$ cat config.mk
export PLATFORM = sky130hd
export DESIGN_NAME = sync_pulse_gen
export DESIGN_NICKNAME = d
export VERILOG_FILES = /design/src/rtl/sync_pulse_gen.sv
export SDC_FILE = /design/constraint.sdc
export NUM_CORES = 1
export LEC_CHECK = 0
export CAP_MARGIN = 40
export CORE_MARGIN = 2
export CORE_UTILIZATION = 25
export CTS_BUF_LIST = sky130_fd_sc_hd__clkbuf_4 sky130_fd_sc_hd__clkbuf_8
export DETAILED_ROUTE_END_ITERATION = 16
export SLEW_MARGIN = 20
export SYNTH_ARGS = -nofsm -noshare
export SYNTH_HDL_FRONTEND = slang
export SYNTH_SLANG_ARGS = --single-unit
$ cat constraint.sdc
create_clock -name clk -period 4.7 [get_ports clk]
set_input_delay 0.94 -clock clk [delete_from_list [all_inputs] [get_ports clk]]
set_output_delay 0.94 -clock clk [all_outputs]
set_load 0.02 [all_outputs]
$ cat src/rtl/sync_pulse_gen.sv
module sync_pulse_gen #(
  parameter int CW = 32
) (
  input  logic          clk,
  input  logic          rst_n,
  input  logic          wr_en,
  input  logic [2:0]    wr_addr,
  input  logic [CW-1:0] wr_data,
  input  logic          cmp_hit,
  output logic          sync0_out,
  output logic          sync1_out,
  output logic          sync0_flag,
  output logic          sync1_flag
);
  localparam logic [2:0] A_CTRL = 3'd0;
  localparam logic [2:0] A_WID  = 3'd1;
  localparam logic [2:0] A_PER  = 3'd2;
  localparam logic [2:0] A_SDLY = 3'd3;
  localparam logic [2:0] A_D1   = 3'd4;
  localparam logic [2:0] A_FLAG = 3'd5;
  localparam logic [CW-1:0] ZERO = '0;
  localparam logic [CW-1:0] ONE  = {{(CW-1){1'b0}}, 1'b1};

  logic [2:0]    ctrl_q;
  logic [CW-1:0] wid_q, per_q, sdly_q, d1_q;
  logic [1:0]    flag_q;

  logic          arm0, p0, rep, arm1, p1;
  logic [CW-1:0] c0, w0, pc, c1, w1;

  logic kill, busy, take, fire0, fire1;
  logic [CW-1:0] wlast;

  assign kill  = !ctrl_q[0] || (wr_en && wr_addr == A_CTRL && !wr_data[0]);
  assign busy  = p0 || arm0 || rep;
  assign take  = cmp_hit && ctrl_q[0] && !busy;
  assign fire0 = (take && sdly_q == ZERO) || (arm0 && c0 == ZERO) || (rep && pc == ZERO);
  assign fire1 = (fire0 && d1_q == ZERO) || (arm1 && c1 == ZERO);
  assign wlast = (wid_q == ZERO) ? ZERO : wid_q - ONE;

  always_ff @(posedge clk) begin
    if (!rst_n) begin
      ctrl_q <= '0;
      wid_q  <= '0;
      per_q  <= '0;
      sdly_q <= '0;
      d1_q   <= '0;
    end else if (wr_en) begin
      case (wr_addr)
        A_CTRL:  ctrl_q <= wr_data[2:0];
        A_WID:   wid_q  <= wr_data;
        A_PER:   per_q  <= wr_data;
        A_SDLY:  sdly_q <= wr_data;
        A_D1:    d1_q   <= wr_data;
        default: ;
      endcase
    end
  end

  always_ff @(posedge clk) begin
    if (!rst_n || kill) begin
      arm0 <= 1'b0; c0 <= '0;
      p0   <= 1'b0; w0 <= '0;
      rep  <= 1'b0; pc <= '0;
      arm1 <= 1'b0; c1 <= '0;
      p1   <= 1'b0; w1 <= '0;
    end else begin
      if (take && sdly_q != ZERO) begin
        arm0 <= 1'b1;
        c0   <= sdly_q - ONE;
      end else if (arm0) begin
        if (c0 == ZERO) arm0 <= 1'b0;
        else            c0   <= c0 - ONE;
      end

      if (fire0) begin
        p0 <= 1'b1;
        w0 <= wlast;
      end else if (p0) begin
        if (w0 == ZERO) p0 <= 1'b0;
        else            w0 <= w0 - ONE;
      end

      if (fire0 && per_q != ZERO) begin
        rep <= 1'b1;
        pc  <= per_q - ONE;
      end else if (rep) begin
        pc <= pc - ONE;
      end

      if (fire0 && d1_q != ZERO) begin
        arm1 <= 1'b1;
        c1   <= d1_q - ONE;
      end else if (arm1) begin
        if (c1 == ZERO) arm1 <= 1'b0;
        else            c1   <= c1 - ONE;
      end

      if (fire1) begin
        p1 <= 1'b1;
        w1 <= wlast;
      end else if (p1) begin
        if (w1 == ZERO) p1 <= 1'b0;
        else            w1 <= w1 - ONE;
      end
    end
  end

  logic [1:0] clr;
  assign clr = (wr_en && wr_addr == A_FLAG) ? wr_data[1:0] : 2'b00;

  always_ff @(posedge clk) begin
    if (!rst_n) flag_q <= '0;
    else begin
      flag_q[0] <= (flag_q[0] && !clr[0]) || (fire0 && ctrl_q[1] && !kill);
      flag_q[1] <= (flag_q[1] && !clr[1]) || (fire1 && ctrl_q[2] && !kill);
    end
  end

  assign sync0_out  = p0 && ctrl_q[0] && ctrl_q[1];
  assign sync1_out  = p1 && ctrl_q[0] && ctrl_q[2];
  assign sync0_flag = flag_q[0];
  assign sync1_flag = flag_q[1];
endmodule

==> metrics.md, run 1 <==
| Metric | Value |
|---|---|
| Clk Latency, worst-skew pair | `0.66 ns` |
| Slew headroom | `0.451` |
| Data required, critical path | `between 5 and 6 ns` |
| Average wire per cell in the routed design | `around 17 µm` |
| Final Hold Vio Count | `0` |
| Relative contribution of combinational cells to total power | `0.103` |
| Finished layout cell area | `19600 µm²` |
| Final #Nets | `2262` |
| Finished Layout Cells | `3124` |
| CTS root buf | `sky130_fd_sc_hd__clkbuf_8` |
| Clock slew at the register clock pins of the worst setup and hold paths | `0.07 ns` |
| CP startpoint kind | `register` |
| Row cnt | `94` |
| Most used cells in the layout excluding fill and tap cells | `380 x sky130_fd_sc_hd__nand2_1, 298 x sky130_fd_sc_hd__dfxtp_1, 230 x sky130_fd_sc_hd__nor2_1` |
| Top achievable clock speed | `233 MHz` |
| Arrival time of data at the critical path endpoint | `roughly 4.8 ns` |
| Avg Cell Area, Syn | `7.72 µm²` |
| Placed cell count | `between 3000 and 4000` |
| Internal cell power | `4.35 mW` |
| Remaining global-route overflow | `0` |
| Synthesized Nets | `2200` |
| Ys Warns | `0` |
| Resized Gates After CTS | `0` |
| Area occupied by multi-input gates | `just over 10000 µm²` |
| Port Buf Inserts | `42` |
| Maximum fanout along the worst path | `8` |
| Flip-flop and latch area | `5970 µm²` |
| Pin count of the biggest net entering global routing | `80` |
| Post-CTS setup-driven buffer insertion count | `0` |
| Inserted Clock Buffers | `between 50 and 60` |
| Worst slew pin tran | `0.823 ns` |
| Proportion of register bits with asynchronous set or reset after synthesis | `0` |
| Setup TNS | `0 ns` |
| Number of distinct standard cells referenced by the synthesized netlist | `75` |
| Area added between synthesis and finish | `17.7%` |
| Global-route wire length before repair | `83400 µm` |
| Number of standard cells after synthesis | `between 2000 and 2500` |
| Overall global routing resource usage | `0.154` |
| Vertical extent of the die | `262 µm` |
| Post-route clock period utilization | `0.912` |
| Initial cell density of the core | `0.253` |
| Via count of the first global-routing pass | `14600` |
| Path type of the worst setup path | `reg2reg` |
| Overall die width | `roughly 260 µm` |
| IR Drop Worst-Case VDD | `0.000190 V` |
| Starting DRC count in detailed routing | `1246` |
| Weighted congestion reported at the end of routability-driven placement | `0.862` |
| Type of destination of the critical path | `register` |
| Final Core Density | `0.297` |
| Total of fill cells in the finished design | `just over 7000` |
| Number of nets with antenna violations after routing | `0` |
| Initial antenna violation count | `3` |
| Share of power burned in the clock network | `0.462` |
| Post-route clock skew | `0.0511 ns` |
| Synthesis-stage register bit count | `298` |
| Total number of vias | `between 15000 and 20000` |
| Post-DP HPWL | `about 38000 µm` |
| Clock tree from TritonCTS | `built` |
| Most common cell after layout, fill and taps aside | `sky130_fd_sc_hd__nand2_1` |
| Number of setup violations in the final report | `0` |
| Post-place instance area | `18400 µm²` |
| Core region area | `65900 µm²` |
| Reg power frac | `0.435` |
| Hold buffer count at cts | `0` |
| Switching power share of the total | `0.267` |
| Most used flip-flop cell after synthesis | `sky130_fd_sc_hd__dfxtp_1` |
| Full die area | `68700 µm²` |
| Time the final worst path needs with I/O delays and setup | `4.29 ns` |
| Worst-case clock buffer depth | `3` |
| Total power density per cell area | `303 nW/µm²` |
| Proportion of layout cells with a drive suffix above 1 | `0.0992` |
| Count of pins on the block boundary | `between 40 and 50` |
| Ratio of routed vias to standard cells | `5.01` |
| Number of max-slew violations in the final report | `0` |
| Routed Wire Length | `53800 µm` |
| Length of the first detailed-routing pass in iterations | `5` |
| Hold/Removal Path Class | `reg2reg` |
| Final routed DRC violation total | `0` |
| EDFF count, synth | `0` |
| Max-cap violations | `0` |
| Hold slack | `0.489 ns` |
| Switching power summed over all nets | `1.59 mW` |
| Sequential share of the synthesized area | `0.358` |
| CTS sink count | `298` |
| Run status | `finished clean` |
| LEAKAGE | `7.28 nW` |
| Level count of the clock H-tree | `2` |
| RSZ-0062 raised after global routing | `false` |
| Syn Std Cell Area | `~17000 µm²` |
==> layer usage <==
metal | vias to the layer above | global-route usage | part of all wire
met1 | 7357 | 0.218 | 0.47
met5 | - | 0 | 0.00056
met3 | 96 | 0.0282 | 0.069
li1 | 7748 | - | -
met4 | 4 | 0.0512 | 0.028
met2 | 458 | 0.235 | 0.43
==> area by class of cell <==
cell class / instances / share of cell area
Tap cell: 864 / 0.0552
Clock buffer: 83 / 0.0535
Sequential cell: 298 / 0.304
Clock inverter: 14 / 0.00785
Antenna cell: 2 / 0.000255
Inverter: 12 / 0.00230
Multi-Input combinational cell: 1725 / 0.521
Timing Repair Buffer: 126 / 0.0557
==> final timing paths <==
kind / start / to / slack [ns] / depth (start not counted)
setup / recovery: d1_q[27] / c1[26] / 0.41 / 16
hold / removal: c1[17] / c1[17] / 0.49 / 2
setup reg to reg: d1_q[27] / c1[26] / 0.41 / 16
hold reg to reg: c1[17] / c1[17] / 0.49 / 2
==> power groups by stage <==
stage	clock network [mW]	logic, mW	registers (mW)
2_1_floorplan	0	0.367	2.63
3_3_place_gp	0	0.600	2.64
3_5_place_dp	0	0.599	2.64
4_1_cts	2.81	0.601	2.58
5_1_grt	2.91	0.657	2.58
6_report	2.75	0.610	2.58
==> critical path: stages, from the launching register on <==
cell and delay, ns:
sky130_fd_sc_hd__dfxtp_1 0.37, sky130_fd_sc_hd__or4_1 0.56, sky130_fd_sc_hd__or4_4 0.53, sky130_fd_sc_hd__or3_1 0.40, sky130_fd_sc_hd__nand2_1 0.17, sky130_fd_sc_hd__mux2i_1 0.26
sky130_fd_sc_hd__ha_1 0.20, sky130_fd_sc_hd__inv_1 0.06, sky130_fd_sc_hd__nor4_1 0.22, sky130_fd_sc_hd__o311ai_1 0.18, sky130_fd_sc_hd__o211ai_2 0.13, sky130_fd_sc_hd__o21ai_2 0.12
sky130_fd_sc_hd__buf_12 0.15, sky130_fd_sc_hd__nor4_2 0.29, sky130_fd_sc_hd__nand2_1 0.10, sky130_fd_sc_hd__xor2_1 0.16, sky130_fd_sc_hd__a221oi_1 0.28
==> registers in the layout, summed over array words and instances (netlist names) <==
name and cells:
d1_q 32, wid_q 32, rep 1, ctrl_q 3, p1 1, c0 32
sdly_q 32, w1 32, w0 32, flag_q 2, pc 32, arm0 1
arm1 1, per_q 32, c1 32, p0 1
==> stage by stage <==
stage,total power [mW],worst slack [ns]
2_1_floorplan,2.99,0.0694
3_3_place_gp,3.24,0.0790
3_5_place_dp,3.23,0.00890
4_1_cts,5.99,0.356
5_1_grt,6.15,0.0679
6_report,5.94,0.414
==> cells in the mapped netlist, drive strengths merged, types with 8 or more instances <==
cell / number / area (µm²)
a211oi: 74 / 561
a21boi: 131 / 983
a21oi: 90 / 454
a31oi: 9 / 56.3
and3: 10 / 62.6
buf: 13 / 70.1
clkbuf: 107 / 402
dfxtp: 298 / 5970
inv: 12 / 45.0
mux2i: 21 / 210
nand2: 381 / 1430
nand2b: 11 / 68.8
nand3: 31 / 155
nand3b: 8 / 60.1
nand4: 14 / 87.6
nor2: 236 / 888
nor2b: 11 / 68.8
nor3: 135 / 696
nor4: 62 / 407
o21ai: 55 / 279
o22ai: 21 / 131
or2: 12 / 75.1
or3: 47 / 294
or4: 26 / 203
xnor2: 118 / 1030
xor2: 109 / 955
==> cell families after synthesis <==
logic type	share of synthesized area
compound gates	0.181
xor+xnor	0.119
fa+ha+maj	0.00451
buf+inv	0.0310
flops	0.358
mux	0.0147
simple gates	0.291
No activity file was read; power rests on OpenSTA's default activity.
==> inputs of run 2 (changes only) <==
Settings changed: CTS_CLUSTER_SIZE from default to 30.
==> results of run 2 <==
Final layout, timing and power as in run 1 (identical DEF).
==> inputs of run 3 (changes only) <==
Settings changed: CAP_MARGIN 40 to default, PLACE_DENSITY_LB_ADDON from default to 0.12.
==> run 3 against run 2 <==
Critical path depth unchanged. First-iteration DRC count decreased by 23%. Flip-flop and latch count unchanged. Die area unchanged. Final area increased by 1.3%. Global-route usage increased by 3.3 points. Sequential share of layout area decreased by 0.39 points. Register-to-register slack got worse by 0.06 ns. Routed wire length increased by 20%. Hold slack got worse by 0.0072 ns. Clock power increased by 10%. Clock skew decreased by 0.0054 ns. Critical path type unchanged.
==> metrics.md, run 3 (synthesis gave the netlist of run 1 again) <==
| Metric | Value |
|---|---|
| Worst-case clock buffer depth | `3 (unchanged)` |
| Total power density per cell area | `315 nW/µm² (+3.9%)` |
| Type of destination of the critical path | `register` |
| Row cnt | `94 (unchanged)` |
| Initial cell density of the core | `0.253 (unchanged)` |
| Hold buffer count at cts | `0 (unchanged)` |
| Top achievable clock speed | `230 MHz (-1.3%)` |
| Number of max-slew violations in the final report | `0 (unchanged)` |
| Cell class contributing the biggest share of worst-path delay | `simple AND/OR/NAND/NOR gates` |
| Most common cell after layout, fill and taps aside | `sky130_fd_sc_hd__nand2_1` |
| Number of setup violations in the final report | `0 (unchanged)` |
| Path type of the worst setup path | `reg2reg` |
| Count of pins on the block boundary | `43 (unchanged)` |
| Data required, critical path | `5.25 ns (+0.03 ns)` |
| Port Buf Inserts | `42 (unchanged)` |
| Worst slew pin tran | `1.01 ns (+0.185 ns)` |
| Full die area | `68700 µm² (unchanged)` |
| Final Hold Vio Count | `0 (unchanged)` |
| Post-CTS setup-driven buffer insertion count | `0 (unchanged)` |
| Arrival time of data at the critical path endpoint | `4.89 ns (+0.09 ns)` |
| Via count of the first global-routing pass | `15300 (+4.9%)` |
| Hold/Removal Path Class | `reg2reg` |
| Initial antenna violation count | `2 (-1)` |
| Setup TNS | `0 ns (unchanged)` |
| RSZ-0062 raised after global routing | `false` |
| Run status | `finished clean` |
| Buf/Inv on CP | `2 (unchanged)` |
| Power Total | `6.25 mW (+5.3%)` |
| Ratio of routed vias to standard cells | `5.02 (about the same)` |
| Weighted congestion reported at the end of routability-driven placement | `0.856 (-0.64%)` |
| CTS sink count | `298 (unchanged)` |
| Level count of the clock H-tree | `2 (unchanged)` |
| Met2 wire len | `28800 µm (+25%)` |
| Met3 Wirelength | `3570 µm (-4.4%)` |
| Resized Gates After CTS | `0 (unchanged)` |
| Final routed DRC violation total | `0 (unchanged)` |
| Max Used Layer | `met4` |
| Routed Wire Length | `64500 µm (+20%)` |
| Pin count of the biggest net entering global routing | `74 (-7.5%)` |
| Overall die width | `262 µm (unchanged)` |
| Max-cap violations | `0 (unchanged)` |
| Sequence of cells on the critical path | `or4_4 > or4_1 > or3_1 > nand2_1 > mux2i_1 > ha_1 > inv_1 > nor4_1 > o311ai_0 > o211ai_2 > o21ai_2 > buf_4 > nor4_1 > xor2_1 > nor2_1 > a211oi_1` |
| Starting DRC count in detailed routing | `955 (-23%)` |
| Total number of vias | `15800 (+0.82%)` |
| Post-DP HPWL | `45600 µm (+20%)` |
| Length of the first detailed-routing pass in iterations | `5 (unchanged)` |
| Average wire per cell in the routed design | `20.5 µm (+19%)` |
| Final #Nets | `2280 (+0.80%)` |
| Area added between synthesis and finish | `19.2%` |
| Core region area | `65900 µm² (unchanged)` |
| Stage delay of the slowest cell on the critical path | `0.56 ns (about the same)` |
| CP startpoint kind | `register` |
| Maximum fanout along the worst path | `6 (-2)` |
| Overall global routing resource usage | `0.187 (+0.0328)` |
| Slowest cell on the critical path | `sky130_fd_sc_hd__or4_4` |
| Remaining global-route overflow | `0 (unchanged)` |
| Detailed-route wire length on metal 1 | `30200 µm (+19%)` |
| Cell occurring most often along the worst timing path | `sky130_fd_sc_hd__nor4_1` |
| Clk Latency, worst-skew pair | `0.68 ns (+0.02 ns)` |
| Number of nets with antenna violations after routing | `0 (unchanged)` |
| Time the final worst path needs with I/O delays and setup | `4.34 ns (+0.0552 ns)` |
| Post-route clock period utilization | `0.924 (+0.0117)` |
| Vertical extent of the die | `262 µm (unchanged)` |
| Inserted Clock Buffers | `59 (+9.3%)` |
| Most used cells in the layout excluding fill and tap cells | `380 x sky130_fd_sc_hd__nand2_1, 298 x sky130_fd_sc_hd__dfxtp_1, 230 x sky130_fd_sc_hd__nor2_1` |
| Clock tree from TritonCTS | `built` |
| Clock slew at the register clock pins of the worst setup and hold paths | `0.06 ns (about the same)` |
| Global-route wire length before repair | `97500 µm (+17%)` |
| Slew headroom | `0.328 (-0.123)` |
| Proportion of layout cells with a drive suffix above 1 | `0.110 (+0.0113)` |
| Post-route clock skew | `0.0458 ns (-0.00535 ns)` |
| LEAKAGE | `7.42 nW (+1.9%)` |
| CTS root buf | `sky130_fd_sc_hd__clkbuf_8` |
| IR Drop Worst-Case VDD | `0.000194 V (+1.8%)` |
## run 3: layout make-up
class	count	area [µm²]
timing repair buffer	139	1170
tap	864	1080
sequential	298	5970
multi-input combinational	1725	10200
inverter	12	45.0
clock buffer	96	1250
antenna	2	5.00
fill	7196	46000
clock inverter	11	108
## run 3: power by group
group	leakage [nW]	internal, mW	switching [mW]
Combinational	4.30	0.213	0.427
Clock	0.719	1.78	1.26
Sequential	2.40	2.55	0.0308
Total	7.42	4.54	1.72
## run 3: worst reg2reg max path: stages, from the launching register on
cell and delay [ns]:
sky130_fd_sc_hd__dfxtp_1 0.34, sky130_fd_sc_hd__or4_4 0.56, sky130_fd_sc_hd__or4_1 0.55, sky130_fd_sc_hd__or3_1 0.36, sky130_fd_sc_hd__nand2_1 0.16, sky130_fd_sc_hd__mux2i_1 0.27
sky130_fd_sc_hd__ha_1 0.20, sky130_fd_sc_hd__inv_1 0.06, sky130_fd_sc_hd__nor4_1 0.19, sky130_fd_sc_hd__o311ai_0 0.23, sky130_fd_sc_hd__o211ai_2 0.16, sky130_fd_sc_hd__o21ai_2 0.17
sky130_fd_sc_hd__buf_4 0.19, sky130_fd_sc_hd__nor4_1 0.32, sky130_fd_sc_hd__xor2_1 0.18, sky130_fd_sc_hd__nor2_1 0.05, sky130_fd_sc_hd__a211oi_1 0.22
## run 3: path summary, 6_finish.rpt
check | from | end | slack [ns] | cells past startpoint
setup reg to reg | d1_q[3] | c1[28] | 0.36 | 16
hold / removal | wid_q[23] | wid_q[23] | 0.48 | 2
hold reg to reg | wid_q[23] | wid_q[23] | 0.48 | 2
setup / recovery | d1_q[3] | c1[28] | 0.36 | 16
## run 3: metrics by stage
step	util	hold slack (ns)	setup slack (ns)	cells	cell area, µm²
final	0.301	0.482	0.359	3147	19800
after global routing	0.301	0.507	0.0688	3146	19800
after CTS	0.301	0.485	0.279	3145	19800
after detailed placement	0.281	0.476	-0.00234	3038	18500
after global placement	0.280	0.471	0.0222	3038	18500
after floorplan	-	0.439	0.0694	2155	16600
## run 3: routing by layer
| metal | global-route usage | up-vias |
|---|---|---|
| met5 | 0 | - |
| met4 | 0.0664 | 0 |
| met3 | 0.0368 | 106 |
| met2 | 0.296 | 378 |
| met1 | 0.252 | 7538 |
| li1 | - | 7770 |
